## src/rtl/lpg_pkg.sv

```systemverilog
package lpg_pkg;

  // Freeze-stage operating mode, taken straight from its mask bit.
  typedef enum logic {
    STAGE_FREEZE = 1'b0,
    STAGE_FOLLOW = 1'b1
  } stage_mode_e;

  // Stage index feeding input k (0..2) of chain c in a W-bit spreader.
  // The stride of W/3 keeps the three indices distinct for W >= 3.
  function automatic int unsigned spread_tap(input int unsigned c,
                                             input int unsigned k,
                                             input int unsigned w);
    return (c + k * (w / 3)) % w;
  endfunction

endpackage

```

## src/rtl/lpg_gen.sv

```systemverilog
module lpg_gen #(
  parameter int         W        = 16,
  parameter logic [W-1:0] TAPS   = 16'hB400,
  parameter logic [W-1:0] DEF_SEED = 16'hACE1
) (
  input  logic         clk,
  input  logic         rst,
  input  logic         seed_ld,
  input  logic [W-1:0] seed_val,
  input  logic         step,
  output logic [W-1:0] word
);

  logic [W-1:0] word_q;
  logic         fb;

  assign fb   = ^(word_q & TAPS);
  assign word = word_q;

  always_ff @(posedge clk) begin
    if (rst) begin
      word_q <= DEF_SEED;
    end else if (seed_ld) begin
      word_q <= (seed_val == '0) ? DEF_SEED : seed_val;
    end else if (step) begin
      word_q <= {word_q[W-2:0], fb};
    end
  end

endmodule

```

## src/rtl/lpg_mask.sv

```systemverilog
module lpg_mask #(
  parameter int W = 16
) (
  input  logic         clk,
  input  logic         rst,
  input  logic         mask_bit,
  input  logic         mask_shift,
  input  logic         reload,
  output logic [W-1:0] fill,
  output logic [W-1:0] mask
);

  logic [W-1:0] fill_q;
  logic [W-1:0] mask_q;

  always_ff @(posedge clk) begin
    if (rst) begin
      fill_q <= '0;
    end else if (mask_shift) begin
      fill_q <= {fill_q[W-2:0], mask_bit};
    end
  end

  always_ff @(posedge clk) begin
    if (rst) begin
      mask_q <= '1;
    end else if (reload) begin
      mask_q <= fill_q;
    end
  end

  assign fill = fill_q;
  assign mask = mask_q;

endmodule

```

## src/rtl/lpg_freeze.sv

```systemverilog
module lpg_freeze
  import lpg_pkg::*;
#(
  parameter int W = 16
) (
  input  logic         clk,
  input  logic         rst,
  input  logic         step,
  input  logic [W-1:0] mask,
  input  logic [W-1:0] gen_word,
  output logic [W-1:0] stage
);

  for (genvar i = 0; i < W; i++) begin : g_stage
    stage_mode_e mode;
    logic        bit_q;

    assign mode = stage_mode_e'(mask[i]);

    always_ff @(posedge clk) begin
      if (rst) begin
        bit_q <= 1'b0;
      end else if (step && (mode == STAGE_FOLLOW)) begin
        bit_q <= gen_word[i];
      end
    end

    assign stage[i] = bit_q;
  end

endmodule

```

## src/rtl/lpg_spread.sv

```systemverilog
module lpg_spread
  import lpg_pkg::*;
#(
  parameter int W  = 16,
  parameter int CH = 8
) (
  input  logic          clk,
  input  logic          rst,
  input  logic [W-1:0]  stage,
  output logic [CH-1:0] chain
);

  for (genvar c = 0; c < CH; c++) begin : g_chain
    localparam int unsigned IA = spread_tap(c, 0, W);
    localparam int unsigned IB = spread_tap(c, 1, W);
    localparam int unsigned IC = spread_tap(c, 2, W);
    logic out_q;

    always_ff @(posedge clk) begin
      if (rst) begin
        out_q <= 1'b0;
      end else begin
        out_q <= stage[IA] ^ stage[IB] ^ stage[IC];
      end
    end

    assign chain[c] = out_q;
  end

endmodule

```

## src/rtl/lp_prpg.sv

```systemverilog
module lp_prpg #(
  parameter int           W        = 16,
  parameter int           CH       = 8,
  parameter logic [W-1:0] TAPS     = 16'hB400,
  parameter logic [W-1:0] DEF_SEED = 16'hACE1
) (
  input  logic          clk,
  input  logic          rst,
  input  logic          seed_ld,
  input  logic [W-1:0]  seed_val,
  input  logic          shift_en,
  input  logic          mask_bit,
  input  logic          mask_shift,
  input  logic          reload,
  output logic [CH-1:0] chain_out
);

  logic [W-1:0] gen_word;
  logic [W-1:0] fill_word;
  logic [W-1:0] mask_word;
  logic [W-1:0] stage_word;

  lpg_gen #(.W(W), .TAPS(TAPS), .DEF_SEED(DEF_SEED)) u_gen (
    .clk      (clk),
    .rst      (rst),
    .seed_ld  (seed_ld),
    .seed_val (seed_val),
    .step     (shift_en),
    .word     (gen_word)
  );

  lpg_mask #(.W(W)) u_mask (
    .clk        (clk),
    .rst        (rst),
    .mask_bit   (mask_bit),
    .mask_shift (mask_shift),
    .reload     (reload),
    .fill       (fill_word),
    .mask       (mask_word)
  );

  lpg_freeze #(.W(W)) u_freeze (
    .clk      (clk),
    .rst      (rst),
    .step     (shift_en),
    .mask     (mask_word),
    .gen_word (gen_word),
    .stage    (stage_word)
  );

  lpg_spread #(.W(W), .CH(CH)) u_spread (
    .clk   (clk),
    .rst   (rst),
    .stage (stage_word),
    .chain (chain_out)
  );

endmodule

```

## config.mk

```make
export PLATFORM = sky130hd
export DESIGN_NAME = lp_prpg
export DESIGN_NICKNAME = d
export VERILOG_FILES = /design/src/rtl/lpg_pkg.sv /design/src/rtl/lpg_gen.sv /design/src/rtl/lpg_mask.sv /design/src/rtl/lpg_freeze.sv /design/src/rtl/lpg_spread.sv /design/src/rtl/lp_prpg.sv
export SDC_FILE = /design/constraint.sdc
export NUM_CORES = 1
export LEC_CHECK = 0
export BUFFER_PORTS_ARGS = -buffer_cell sky130_fd_sc_hd__buf_2
export CAP_MARGIN = 20
export CORE_UTILIZATION = 40
export CTS_CLUSTER_SIZE = 40
export DETAILED_ROUTE_END_ITERATION = 16
export GPL_TIMING_DRIVEN = 0
export PLACE_DENSITY = 0.69
export SYNTH_ARGS = -nofsm -noshare
export SYNTH_HDL_FRONTEND = slang
export SYNTH_SLANG_ARGS = --single-unit
```

## constraint.sdc

```tcl
create_clock -name clk -period 2.5 [get_ports clk]
set_input_delay 0.25 -clock clk [delete_from_list [all_inputs] [get_ports clk]]
set_output_delay 0.25 -clock clk [all_outputs]
set_load 0.01 [all_outputs]
```

==> results.txt <==
HPWL after DPL - 4560 um
normalized max-slew margin - 64.9%
latest clock arrival within the worst-skew pair - 0.34 ns
fillcell total - 670
Final period util - 59.5%
Total Routing Usage GR - 18.1%
number of I/O port buffers - 27
Die Width - 87.6 um
Final Hold Fails - 0
routed len/inst - 13.6 um
Max Clock Freq - 672 MHz
min Tclk post-route - 1.49 ns
setup TNS - 0 ns
DRT antenna net count - 0
slew at the pin closest to its max-slew limit - 0.524 ns
CTS tree - built
GPL Wtd Cong - 0.791
synthesized flop and latch total - 72
HP Start - mask_bit
Pre-antenna DRT Iters - 4
Die Area - 7680 um2
syn_area_per_cell - 9.31 um2
GRT Residual Overflow - 0
initial antenna violation count - 0
leak pwr - 1.43 nW
Sink Count - 72
CP startpoint kind - primary input
Worst Setup SP - seed_val[7]
WS Path Type - in2reg
CTS Buffer Depth - 2
H-tree depth - 3
1st-iter DRT viols - 152
Syn. warnings - 0
Worst EP required - 2.78 ns
pwr/cell area - 689 nW/um2
first-pass GRT wire length - 10300 um
post-CTS setup-driven buffer insertion count - 0
RSZ-0062 raised after global routing - no
area of the core - 6940 um2
area of the mapped netlist - 2930 um2
status - finished, final reports clean
Worst VDD drop - 0.000374 V
post-synthesis cell count - 315
post-cts resize count - 0
die height - 87.6 um
nets - 376
total wire length - 6160 um
Slew Viols, Final - 0
DRC Markers - 0
Net Count, Synth - 338
number of diodes - 0
Final Setup Violations - 0
worst-path maximum fanout - 8
largest net degree at the start of global routing - 11
Yosys cell types - 21
sequential fraction of the synthesis area - 49.1%
# hold bufs at CTS - 0
vias in the first global route - 2116
layout cells sized above 1 - 16.9%
CTS clock-pin slew for the worst setup and hold paths - 0.06 ns
# IOs - 31
total number of vias - 2263
placement-stage cell area - 3190 um2
WP data arrival - 1.76 ns
crit end category - flip-flop
Min-Delay Path Class - in2reg
# rows - 30
worst r2r src - u_gen.word[13]
Max-Cap Viols - 0
final design area excluding fillers - 3340 um2
starting density of the core - 42.3%
CTS Buf Count - 9
number of vias per cell - 5.01
Area Overhead vs Synth - 13.9%
Clock Root Buffer - clkbuf_8
Worst Skew - 0.00707 ns
[final cells by class]
cell class	count	area [um2]	area share (%)
flip-flops and latches	72	1440	43.1
multi-input cells	214	1350	40.4
clock buffers	13	149	4.45
plain buffers	29	143	4.27
repair buffers	27	135	4.04
well taps	96	120	3.59
clock inverters	1	5.00	0.150
[worst max-delay path, cell delays in order]
cell	delay, ns
buf_2	0.11
or4_4	0.54
o41ai_4	0.59
o22ai_1	0.17
nand2b_1	0.10
[layer usage]
| layer | GRT usage (%) | wire length [um] | share of wire, % |
|---|---|---|---|
| met1 | 22.9 | 2820 | 46 |
| met2 | 29.5 | 2870 | 47 |
| met3 | 5.66 | 385 | 6.3 |
| met4 | 5.37 | 76 | 1.2 |
| met5 | 0 | 0 | 0 |
[kinds of logic (layout without fill, tap and decap cells)]
family / Yosys count / after routing / share of synthesized area (%)
xor gates and xnor gates: 16 / 16 / 4.78
DFF: 72 / 72 / 49.1
muxes: 32 / 32 / 11.2
buffers and inverters: 29 / 70 / 4.86
and+or+nand+nor: 117 / 117 / 18.6
AOI/OAI and AO/OA: 49 / 49 / 11.5
[registers in the layout, indices dropped and copies added, names as in the netlist]
name / count
u_freeze.g_stage.bit_q: 16
u_gen.word: 16
u_mask.fill: 16
u_mask.mask: 16
u_spread.g_chain.out_q: 8
[cell usage after synthesis (all sizes together)]
master | instances | share of area [%]
buf | 14 | 2.9
nor3 | 1 | 0.17
o22ai | 7 | 1.5
nand3 | 16 | 2.7
nand2 | 32 | 4.1
or4 | 4 | 1.4
nor2 | 41 | 5.2
dfxtp | 72 | 49
nor2b | 16 | 3.4
nand2b | 7 | 1.5
xor2 | 6 | 1.8
mux2i | 25 | 8.5
a211o | 16 | 4.8
o41ai | 1 | 0.94
xnor2 | 10 | 3.0
a21oi | 25 | 4.3
clkbuf | 15 | 1.9
mux2 | 7 | 2.7
[metrics by stage]
stage	power (mW)	hold WS (ns)	cells	util [%]	setup slack, ns
6_report	2.30	0.158	452	48.1	1.01
5_1_grt	2.42	0.154	452	48.1	0.998
4_1_cts	2.33	0.141	452	48.1	1.05
3_5_place_dp	1.58	0.460	438	45.9	0.705
3_3_place_gp	1.57	0.446	438	45.9	0.721
2_1_floorplan	1.49	0.378	315	-	0.947
[final timing paths]
check	end	slack, ns	cells after the start
worst max-delay path	u_gen.word[15]	1.01	5
worst min-delay path	u_mask.fill[0]	0.16	3
worst max register to register	u_gen.word[0]	1.41	4
worst min register to register	u_freeze.g_stage[7].bit_q	0.47	2
[report_power, final]
group	internal (mW)	switching (mW)	total [mW]
Clock	0.376	0.376	0.751
Combinational	0.143	0.142	0.284
Sequential	1.21	0.0541	1.27
Total	1.73	0.571	2.30
[layout by cell type, fill, tap and decap left out, types with 6 or more instances in the layout]
cell,count
xnor2_1,10
nand2b_1,7
buf_2,30
nand2_1,32
nand3_1,16
clkbuf_8,10
clkbuf_1,18
nor2b_1,16
a211o_1,16
dfxtp_1,72
mux2_2,7
mux2i_1,25
buf_4,8
nor2_1,41
xor2_1,6
o22ai_1,7
a21oi_1,25
Power figures use the tool's default switching activity.
